===== config.mk =====
export PLATFORM = sky130hd
export DESIGN_NAME = sub_pixel_edge_gen
export DESIGN_NICKNAME = d
export VERILOG_FILES = /design/src/rtl/sp_edge_pkg.sv /design/src/rtl/sp_code_decode.sv /design/src/rtl/sp_phase_ctrl.sv /design/src/rtl/sp_edge_datapath.sv /design/src/rtl/sub_pixel_edge_gen.sv
export SDC_FILE = /design/constraint.sdc
export NUM_CORES = 1
export LEC_CHECK = 0
export BUFFER_PORTS_ARGS = -buffer_cell sky130_fd_sc_hd__buf_2
export CAP_MARGIN = 25
export CORE_AREA = 2 2 93 95
export CTS_CLUSTER_DIAMETER = 30
export DETAILED_ROUTE_END_ITERATION = 16
export DIE_AREA = 0 0 95 97
export PLACE_DENSITY = 0.46
export SYNTH_ARGS = -nofsm -noshare
export SYNTH_HDL_FRONTEND = slang
export SYNTH_SLANG_ARGS = --single-unit

===== constraint.sdc =====
create_clock -name clk -period 3.6 [get_ports clk]
set_input_delay 0.72 -clock clk [delete_from_list [all_inputs] [get_ports clk]]
set_output_delay 0.72 -clock clk [all_outputs]
set_load 0.05 [all_outputs]

===== src/rtl/sp_edge_pkg.sv =====
package sp_edge_pkg;
  localparam int NUM_CH = 3;
  localparam int CH_RG  = 0;
  localparam int CH_HA  = 1;
  localparam int CH_HB  = 2;

  typedef struct packed {
    logic [NUM_CH-1:0] setHit;
    logic [NUM_CH-1:0] clrHit;
    logic              refHit;
    logic              dataHit;
  } edge_strobes_t;
endpackage


===== src/rtl/sp_code_decode.sv =====
module sp_code_decode #(
  parameter int QUAD_W = 2,
  parameter int SLOT_W = 4,
  parameter int SLOTS  = 12,
  parameter int POS_W  = 6
) (
  input  logic [QUAD_W+SLOT_W-1:0] code,
  output logic [POS_W-1:0]         pos,
  output logic                     valid
);
  logic [QUAD_W-1:0] quad;
  logic [SLOT_W-1:0] slot;

  assign quad  = code[QUAD_W+SLOT_W-1:SLOT_W];
  assign slot  = code[SLOT_W-1:0];
  assign valid = (int'(slot) < SLOTS);
  assign pos   = POS_W'(quad) * POS_W'(SLOTS) + POS_W'(slot);
endmodule


===== src/rtl/sp_phase_ctrl.sv =====
module sp_phase_ctrl
  import sp_edge_pkg::*;
#(
  parameter int QUAD_W  = 2,
  parameter int SLOT_W  = 4,
  parameter int SLOTS   = 12,
  parameter int NUM_POS = 48,
  parameter int PHASE_W = 6
) (
  input  logic                                 clk,
  input  logic                                 rstN,
  input  logic [NUM_CH-1:0][QUAD_W+SLOT_W-1:0] riseCode,
  input  logic [NUM_CH-1:0][QUAD_W+SLOT_W-1:0] fallCode,
  input  logic [QUAD_W+SLOT_W-1:0]             refCode,
  input  logic [QUAD_W+SLOT_W-1:0]             dataCode,
  output logic [PHASE_W-1:0]                   phase,
  output edge_strobes_t                        strobes
);
  localparam logic [PHASE_W-1:0] LAST_POS = PHASE_W'(NUM_POS - 1);

  logic [NUM_CH-1:0] setVec;
  logic [NUM_CH-1:0] clrVec;
  logic [PHASE_W-1:0] refPos, dataPos;
  logic refValid, dataValid;

  always_ff @(posedge clk) begin
    if (!rstN)                 phase <= '0;
    else if (phase == LAST_POS) phase <= '0;
    else                       phase <= phase + 1'b1;
  end

  for (genvar g = 0; g < NUM_CH; g++) begin : g_chan
    logic [PHASE_W-1:0] risePos, fallPos;
    logic riseValid, fallValid;

    sp_code_decode #(.QUAD_W(QUAD_W), .SLOT_W(SLOT_W), .SLOTS(SLOTS), .POS_W(PHASE_W))
      u_riseDec (.code(riseCode[g]), .pos(risePos), .valid(riseValid));
    sp_code_decode #(.QUAD_W(QUAD_W), .SLOT_W(SLOT_W), .SLOTS(SLOTS), .POS_W(PHASE_W))
      u_fallDec (.code(fallCode[g]), .pos(fallPos), .valid(fallValid));

    assign setVec[g] = riseValid && (risePos == phase);
    assign clrVec[g] = fallValid && (fallPos == phase);
  end

  sp_code_decode #(.QUAD_W(QUAD_W), .SLOT_W(SLOT_W), .SLOTS(SLOTS), .POS_W(PHASE_W))
    u_refDec (.code(refCode), .pos(refPos), .valid(refValid));
  sp_code_decode #(.QUAD_W(QUAD_W), .SLOT_W(SLOT_W), .SLOTS(SLOTS), .POS_W(PHASE_W))
    u_dataDec (.code(dataCode), .pos(dataPos), .valid(dataValid));

  always_comb begin
    strobes.setHit  = setVec;
    strobes.clrHit  = clrVec;
    strobes.refHit  = refValid && (refPos == phase);
    strobes.dataHit = dataValid && (dataPos == phase);
  end
endmodule


===== src/rtl/sp_edge_datapath.sv =====
module sp_edge_datapath
  import sp_edge_pkg::*;
(
  input  logic              clk,
  input  logic              rstN,
  input  edge_strobes_t     strobes,
  input  logic [NUM_CH-1:0] invert,
  output logic [NUM_CH-1:0] chOut,
  output logic              refStrobe,
  output logic              dataStrobe
);
  logic [NUM_CH-1:0] level;

  always_ff @(posedge clk) begin
    if (!rstN) begin
      level      <= '0;
      refStrobe  <= 1'b0;
      dataStrobe <= 1'b0;
    end else begin
      for (int i = 0; i < NUM_CH; i++) begin
        if (strobes.setHit[i] && !strobes.clrHit[i])      level[i] <= 1'b1;
        else if (strobes.clrHit[i] && !strobes.setHit[i]) level[i] <= 1'b0;
      end
      refStrobe  <= strobes.refHit;
      dataStrobe <= strobes.dataHit;
    end
  end

  assign chOut = level ^ invert;
endmodule


===== src/rtl/sub_pixel_edge_gen.sv =====
module sub_pixel_edge_gen
  import sp_edge_pkg::*;
#(
  parameter int QUAD_W  = 2,
  parameter int SLOT_W  = 4,
  parameter int SLOTS   = 12,
  parameter int NUM_POS = SLOTS * (2 ** QUAD_W),
  parameter int PHASE_W = $clog2(NUM_POS)
) (
  input  logic                     clk,
  input  logic                     rstN,
  input  logic [QUAD_W+SLOT_W-1:0] rgRiseCode,
  input  logic [QUAD_W+SLOT_W-1:0] rgFallCode,
  input  logic                     rgInvert,
  input  logic [QUAD_W+SLOT_W-1:0] hARiseCode,
  input  logic [QUAD_W+SLOT_W-1:0] hAFallCode,
  input  logic                     hAInvert,
  input  logic [QUAD_W+SLOT_W-1:0] hBRiseCode,
  input  logic [QUAD_W+SLOT_W-1:0] hBFallCode,
  input  logic                     hBInvert,
  input  logic [QUAD_W+SLOT_W-1:0] sampRefCode,
  input  logic [QUAD_W+SLOT_W-1:0] sampDataCode,
  output logic [PHASE_W-1:0]       phaseOut,
  output logic                     rgOut,
  output logic                     hAOut,
  output logic                     hAnOut,
  output logic                     hBOut,
  output logic                     hBnOut,
  output logic                     sampRefStrobe,
  output logic                     sampDataStrobe
);
  localparam int CODE_W = QUAD_W + SLOT_W;

  logic [NUM_CH-1:0][CODE_W-1:0] riseCodes, fallCodes;
  logic [NUM_CH-1:0] invVec, chOut;
  edge_strobes_t strobes;

  always_comb begin
    riseCodes[CH_RG] = rgRiseCode;
    riseCodes[CH_HA] = hARiseCode;
    riseCodes[CH_HB] = hBRiseCode;
    fallCodes[CH_RG] = rgFallCode;
    fallCodes[CH_HA] = hAFallCode;
    fallCodes[CH_HB] = hBFallCode;
    invVec[CH_RG]    = rgInvert;
    invVec[CH_HA]    = hAInvert;
    invVec[CH_HB]    = hBInvert;
  end

  sp_phase_ctrl #(
    .QUAD_W(QUAD_W), .SLOT_W(SLOT_W), .SLOTS(SLOTS),
    .NUM_POS(NUM_POS), .PHASE_W(PHASE_W)
  ) u_ctrl (
    .clk(clk), .rstN(rstN),
    .riseCode(riseCodes), .fallCode(fallCodes),
    .refCode(sampRefCode), .dataCode(sampDataCode),
    .phase(phaseOut), .strobes(strobes)
  );

  sp_edge_datapath u_dp (
    .clk(clk), .rstN(rstN), .strobes(strobes), .invert(invVec),
    .chOut(chOut), .refStrobe(sampRefStrobe), .dataStrobe(sampDataStrobe)
  );

  assign rgOut  = chOut[CH_RG];
  assign hAOut  = chOut[CH_HA];
  assign hAnOut = ~chOut[CH_HA];
  assign hBOut  = chOut[CH_HB];
  assign hBnOut = ~chOut[CH_HB];
endmodule


==> results of run 1 <==
kinds of logic (layout without fill, tap and decap cells):
group                      Yosys count  in the layout
DFF                                 11             11
muxes                                3              3
buffers and inverters               25             89
AOI/OAI and AO/OA                   15             15
and+or+nand+nor                     42             42
xor gates and xnor gates            71             71
adders and majority gates           44             44
state kept, by name, summed over array words and instances, names as in the netlist:
| register | count |
|---|---|
| u_ctrl.phase | 6 |
| u_dp.dataStrobe | 1 |
| u_dp.level | 3 |
| u_dp.refStrobe | 1 |
power breakdown:
part / internal (mW) / switching (mW) / total, mW
clock: 0.0778 / 0.0465 / 0.124
combinational: 0.125 / 0.132 / 0.257
sequential: 0.125 / 0.0163 / 0.142
metal layers:
layer / vias up / part of all wire [%]
met5: - / 0
met4: 0 / 0.91
met3: 2 / 3.6
met2: 34 / 53
met1: 708 / 42
li1: 813 / -
cell type report:
class | count | area [um^2] | share of cell area [%]
Sequential cell | 11 | 220 | 9.26
Inverter | 19 | 71.3 | 3.00
Multi-Input combinational cell | 175 | 1580 | 66.3
Timing Repair Buffer | 66 | 333 | 14.0
Clock buffer | 4 | 45.0 | 1.89
Tap cell | 105 | 131 | 5.52
Yosys cell counts:
cell type,number
a21oi_1,14
and2_1,1
buf_4,2
buf_6,4
dfxtp_1,11
fa_1,8
ha_1,36
inv_1,19
mux2i_1,3
nand2_1,3
nand2b_1,1
nand3_1,2
nand4_1,8
nor2_1,6
nor2b_1,11
nor3_1,7
nor3_2,3
o21ai_0,1
xnor2_1,38
xor2_1,33
final timing paths:
check / slack, ns / endpoint / from
hold reg to reg: 0.56 / u_dp.level[1] / u_dp.level[1]
setup / recovery: 0.98 / u_dp.level[1] / hAFallCode[4]
setup reg to reg: 1.65 / u_dp.level[1] / u_ctrl.phase[0]
hold / removal: 0.56 / u_dp.level[1] / u_dp.level[1]
layout by cell type, fill, tap and decap left out, types with 2 or more instances in the layout:
cell | netlist | final
a21oi_1 | 14 | 14
nor3_1 | 7 | 7
inv_1 | 19 | 19
dfxtp_1 | 11 | 11
clkbuf_8 | 0 | 3
nand3_1 | 2 | 2
nand2_1 | 3 | 3
nor2_1 | 6 | 6
mux2i_1 | 3 | 3
fa_1 | 8 | 8
ha_1 | 36 | 36
xor2_1 | 33 | 33
nor2b_1 | 11 | 11
xnor2_1 | 38 | 38
nand4_1 | 8 | 8
nor3_2 | 3 | 3
buf_2 | 0 | 65
worst max-delay path: stages:
cell and delay, ns:
buf_2 0.11, inv_1 0.04, ha_1 0.28, inv_1 0.10
fa_1 0.43, xor2_1 0.17, nor3_1 0.20, nand4_1 0.14
ha_1 0.32, mux2i_1 0.18, nor2b_1 0.06
==> out/results.tsv, run 1 <==
stage	metric	value	unit
outcome	outcome	completed	
placed_design	postPlaceCellArea	2330	um^2
clocking	cts-buffers-inserted	3	
placed_design	place_hpwl	3810	um
route	routed-via-count	1557	
clocking	clk_pin_slew_worst_paths	0.05	ns
global_route	grt_overflow	0	
logic_synthesis	syn_area	1930	um^2
clocking	cts-root-buf	clkbuf_8	
clocking	ctsResizeCount	0	
die	dieHeight	97	um
route	vias_per_cell	4.10	
final_layout	area_delta_synth_final	23.3	%
die	row_count	33	
final_layout	diodes	0	
sta	setup_ws	0.980	ns
logic_synthesis	synth_area_leader_cell	ha_1	
global_route	antenna_found_initial	0	
logic_synthesis	avgSynthCellArea	9.14	um^2
route	wl	4520	um
die	die_w	95	um
route	drt_iter0_markers	35	
sta	clock.fmax	0.382	GHz
sta	slew_headroom	51.0	%
sta	fin_hold_ws	0.557	ns
placed_design	io_buffers	65	
critical_path	worstSetupPathType	primary input to flop	
global_route	grt.busiest_layer	met2	
logic_synthesis	synthMuxAreaShare	1.56	%
run	max-cap-violations	0	
sta	fin_crit_sh	72.8	%
clocking	holdBufCountCts	0	
logic_synthesis	synth_nets	308	
critical_path	start_kind	primary input	
route	drc_errors	0	
pwr	power.total	0.523	mW
clocking	clk_latency	0.24	ns
clocking	cts_tree	built	
placed_design	placed_cells	376	
route	final_antenna_net_count	0	
sta	rsz0062_at_grt	no	
global_route	grt_pass1_wl	7620	um
sta	min_period	2.62	ns
sta	maxSlewViolCount	0	
critical_path	arrival	2.75	ns
worst_hold_path	hold_class	flop to flop	
logic_synthesis	syn_inst	211	
placed_design	place_ws	0.680	ns
route	dr.pass1.iters	2	
sta	finClkSkew	0.00616	ns
final_layout	fill_cells	875	
sta	tightest_slew	0.734	ns
clocking	cts_setup_buffers	0	
logic_synthesis	netlist.area_leader.share	23.3	%
critical_path	crit_fanout	3	
global_route	grt_util_met2	19.6	%
global_route	gr-usage-met1	12.5	%
global_route	use_met3	0.779	%
critical_path	cp.required	3.73	ns
final_layout	finalInstanceArea	2380	um^2
final_layout	final_nets	373	
final_layout	post-route-util	29.2	%
worst_hold_path	hold_depth	2	
pwr	leakagePower	1.19	nW
die	start_util	23.7	%
sta	setup_violations	0	
logic_synthesis	ys_seq_area_share	11.4	%
logic_synthesis	yosys_warnings	0	
logic_synthesis	ys_top_cells_by_area	ha_1 23%, xnor2_1 17%, xor2_1 15%	
die	die-area	9220	um^2
sta	hold_viol	0	
pwr	ir_drop	0.0000909	V
logic_synthesis	yosys.area_share.simple	12.5	%
global_route	first_global_vias	1587	
route	wl_per_cell	11.9	um
sta	fin_setup_tns	0	ns
final_layout	fin_cells	380	
logic_synthesis	synth_top_family_by_area	XOR/XNOR gates	
logic_synthesis	synth_adder_area_share	31.6	%
clocking	ctsHtreeMaxLevel	1	
clocking	clkSinkCount	11	
placed_design	globalplace.congestion	0.730	
logic_synthesis	synth_compound_area_share	3.89	%
final_layout	drive_gt1_share	26.2	%
critical_path	cp-end-kind	flop	
critical_path	reg2reg_depth	6	
logic_synthesis	yosys.cell_types.count	20	
global_route	grt.total_usage	10.5	%
die	io_pins	66	
pwr	powerDensity	220	nW/um^2
clocking	clock_path_buffers	2	
die	core-area	8130	um^2
logic_synthesis	ys_seq_elements	11	
global_route	grt_max_degree	13	
logic_synthesis	yosys.area_share.xor_xnor	32.2	%
(Power assumes the default switching activity.)
==> run 2: changes to the inputs <==
- PLACE_DENSITY: 0.46 -> 0.47
- clock period: 3.6 -> 2.15 ns (I/O delays scaled with it)
==> out/results.tsv, run 2 (synthesis results as in run 1) <==
stage	metric	value	unit	change
sta	maxSlewViolCount	0		unchanged
final_layout	final_nets	395		+5.9%
placed_design	place_hpwl	3970	um	+4.1%
final_layout	mostFrequentLayoutCells	55 x buf_2, 38 x xnor2_1, 33 x xor2_1		
die	io_pins	66		unchanged
route	routed-via-count	1657		+6.4%
sta	tightest_slew	0.590	ns	-0.143 ns
placed_design	postPlaceCellArea	2540	um^2	+8.7%
sta	finClkSkew	0.00165	ns	-0.00451 ns
final_layout	area_delta_synth_final	44.7	%	
placed_design	io_buffers	65		unchanged
global_route	use_met3	1.32	%	+0.55 points
critical_path	reg2reg_depth	7		+1
final_layout	drive_gt1_share	41.1	%	+15 points
final_layout	multi_input_area	1720	um^2	+9.0%
sta	fin_crit_sh	100	%	
critical_path	reg2reg_to	u_dp.level[2]		
critical_path	critPathMaxStageDelay	0.28	ns	-0.15 ns
final_layout	largest_reg_flops	6		unchanged
sta	clock.fmax	0.465	GHz	
route	vias_per_cell	4.12		+0.60%
global_route	grt.busiest_layer	met2		
final_layout	fill_cells	853		-2.5%
sta	setup_violations	1		+1
clocking	clk_pin_slew_worst_paths	0.05	ns	about the same
sta	min_period	2.15	ns	
pwr	leakagePower	1.32	nW	+12%
critical_path	slowest_stage	ha_1		
final_layout	finalInstanceArea	2790	um^2	+17%
final_layout	diodes	0		unchanged
sta	setup_ws	-0.00130	ns	-0.981 ns
critical_path	worstSetupPathType	primary input to flop		
global_route	gr-usage-met1	12.5	%	about the same
critical_path	start_kind	primary input		
global_route	grt_util_met2	20.1	%	+0.44 points
sta	hold_viol	0		unchanged
outcome	outcome	finished with violations		
critical_path	cp_top_family	adder cells		
run	max-cap-violations	0		unchanged
critical_path	path_buf_inv	4		+1
pwr	power.total	0.975	mW	+86%
die	dieHeight	97	um	unchanged
placed_design	globalplace.congestion	0.757		+3.7%
final_layout	post-route-util	34.3	%	+5.1 points
critical_path	reg2reg_slack	0.36	ns	-1.29 ns
pwr	powerDensity	349	nW/um^2	+59%
die	start_util	23.7	%	unchanged
pwr	ir_drop	0.000167	V	+84%
critical_path	critPathCapture	u_dp.level[2]		
critical_path	crit_chain	buf_8 > inv_4 > ha_4 > inv_2 > buf_4 > ha_1 > a21oi_1 > nor2b_1 > xnor2_1 > nor3_2 > ha_1 > mux2i_1 > nor2b_1		
worst_hold_path	min_from	sampDataCode[2]		
global_route	grt_pass1_wl	7820	um	+2.7%
global_route	first_global_vias	1763		+11%
final_layout	regMostFlops	u_ctrl.phase		
clocking	cts_tree	built		
final_layout	seq_area	220	um^2	unchanged
clocking	cts-buffers-inserted	3		unchanged
route	drc_errors	0		unchanged
critical_path	crit_cells	13		+2
final_layout	reg_top3	u_ctrl.phase: 6 flops, u_dp.level: 3 flops		
critical_path	r2r-start	u_ctrl.phase[5]		
critical_path	arrival	2.28	ns	-0.47 ns
sta	slew_headroom	60.2	%	+9.2 points
global_route	grt_overflow	0		unchanged
route	dr.pass1.iters	4		+2
critical_path	cp.required	2.28	ns	-1.45 ns
die	row_count	33		unchanged
outcome	failed_checks	setup timing		
global_route	antenna_found_initial	0		unchanged
sta	rsz0062_at_grt	yes		
clocking	ctsHtreeMaxLevel	1		unchanged
die	die-area	9220	um^2	unchanged
clocking	clk_latency	0.24	ns	about the same
final_layout	layout_commonest_cell	buf_2		
global_route	grt_max_degree	9		-4
clocking	clkSinkCount	11		unchanged
global_route	grt.total_usage	10.7	%	+0.25 points
clocking	cts-root-buf	clkbuf_8		
critical_path	crit_fanout	2		-1
clocking	holdBufCountCts	0		unchanged
route	drt_iter0_markers	16		-54%
route	wl_per_cell	11.7	um	-1.7%
die	core-area	8130	um^2	unchanged
clocking	clock_path_buffers	2		unchanged
route	final_antenna_net_count	0		unchanged
critical_path	cp-end-kind	flop		
critical_path	crit_start	hBRiseCode[4]		
route	wl	4700	um	+4.0%
die	die_w	95	um	unchanged
worst_hold_path	hold_class	primary input to flop		
-- run 2: changes by cell type in the layout (fill, tap and decap cells not counted), moves of 6 or more --
cell	previous run	this run
inv_1	19	9
ha_4	0	8
ha_1	36	26
buf_4	1	22
nor3_2	3	9
buf_2	65	55
nor3_1	7	1
buf_6	0	7
-- run 2: where the power goes --
group	internal, mW	total (mW)	switching, mW
clock	0.131	0.213	0.0822
combinational	0.274	0.545	0.271
sequential	0.210	0.217	0.00713
-- run 2: worst min-delay path by stage --
| stage | end | slack, ns | cells after the start |
|---|---|---|---|
| after floorplan | u_dp.level[0] | 0.51 | 2 |
| after global placement | u_dp.level[1] | 0.54 | 2 |
| after detailed placement | u_dp.level[0] | 0.55 | 2 |
| after CTS | u_dp.dataStrobe | 0.51 | 4 |
| after global routing | u_dp.level[2] | 0.53 | 2 |
| final | u_dp.dataStrobe | 0.51 | 4 |
-- run 2: through the flow --
stage	setup TNS, ns	setup WS (ns)	hold slack [ns]	cells
6_report	-0.00130	-0.00130	0.510	402
5_1_grt	-0.257	-0.113	0.526	402
4_1_cts	-0.0914	-0.0696	0.513	402
3_5_place_dp	-1.08	-0.451	0.548	396
3_3_place_gp	-1.11	-0.450	0.541	396
2_1_floorplan	-0.125	-0.0506	0.506	211
-- run 2: what timing repair did --
item / 4_1_cts / 5_1_grt
pin swaps: 15 / 21
resized for setup: 22 / 25
setup buffers: 2 / 0
endpoints found under the setup margin: 3 / 3
-- run 2: worst reg2reg max path, cell delays in order, from the launching register on --
cell and delay (ns):
dfxtp_1 0.51, buf_4 0.22, xnor2_1 0.14, xnor2_1 0.10, nor3_2 0.23, ha_1 0.28, mux2i_1 0.15, nor2b_1 0.06
-- run 2: cell type report --
type	instances	area share [%]
Clock buffer	4	1.61
Inverter	19	3.45
Multi-Input combinational cell	175	61.6
Sequential cell	11	7.89
Tap cell	105	4.71
Timing Repair Buffer	88	20.8
-- run 2: routing by layer --
layer | vias up | part of all wire [%] | wire length (um)
met2 | 37 | 51 | 2390
met5 | - | 0 | 0
met1 | 756 | 44 | 2050
li1 | 860 | - | -
met4 | 0 | 1.2 | 56
met3 | 4 | 4.3 | 204
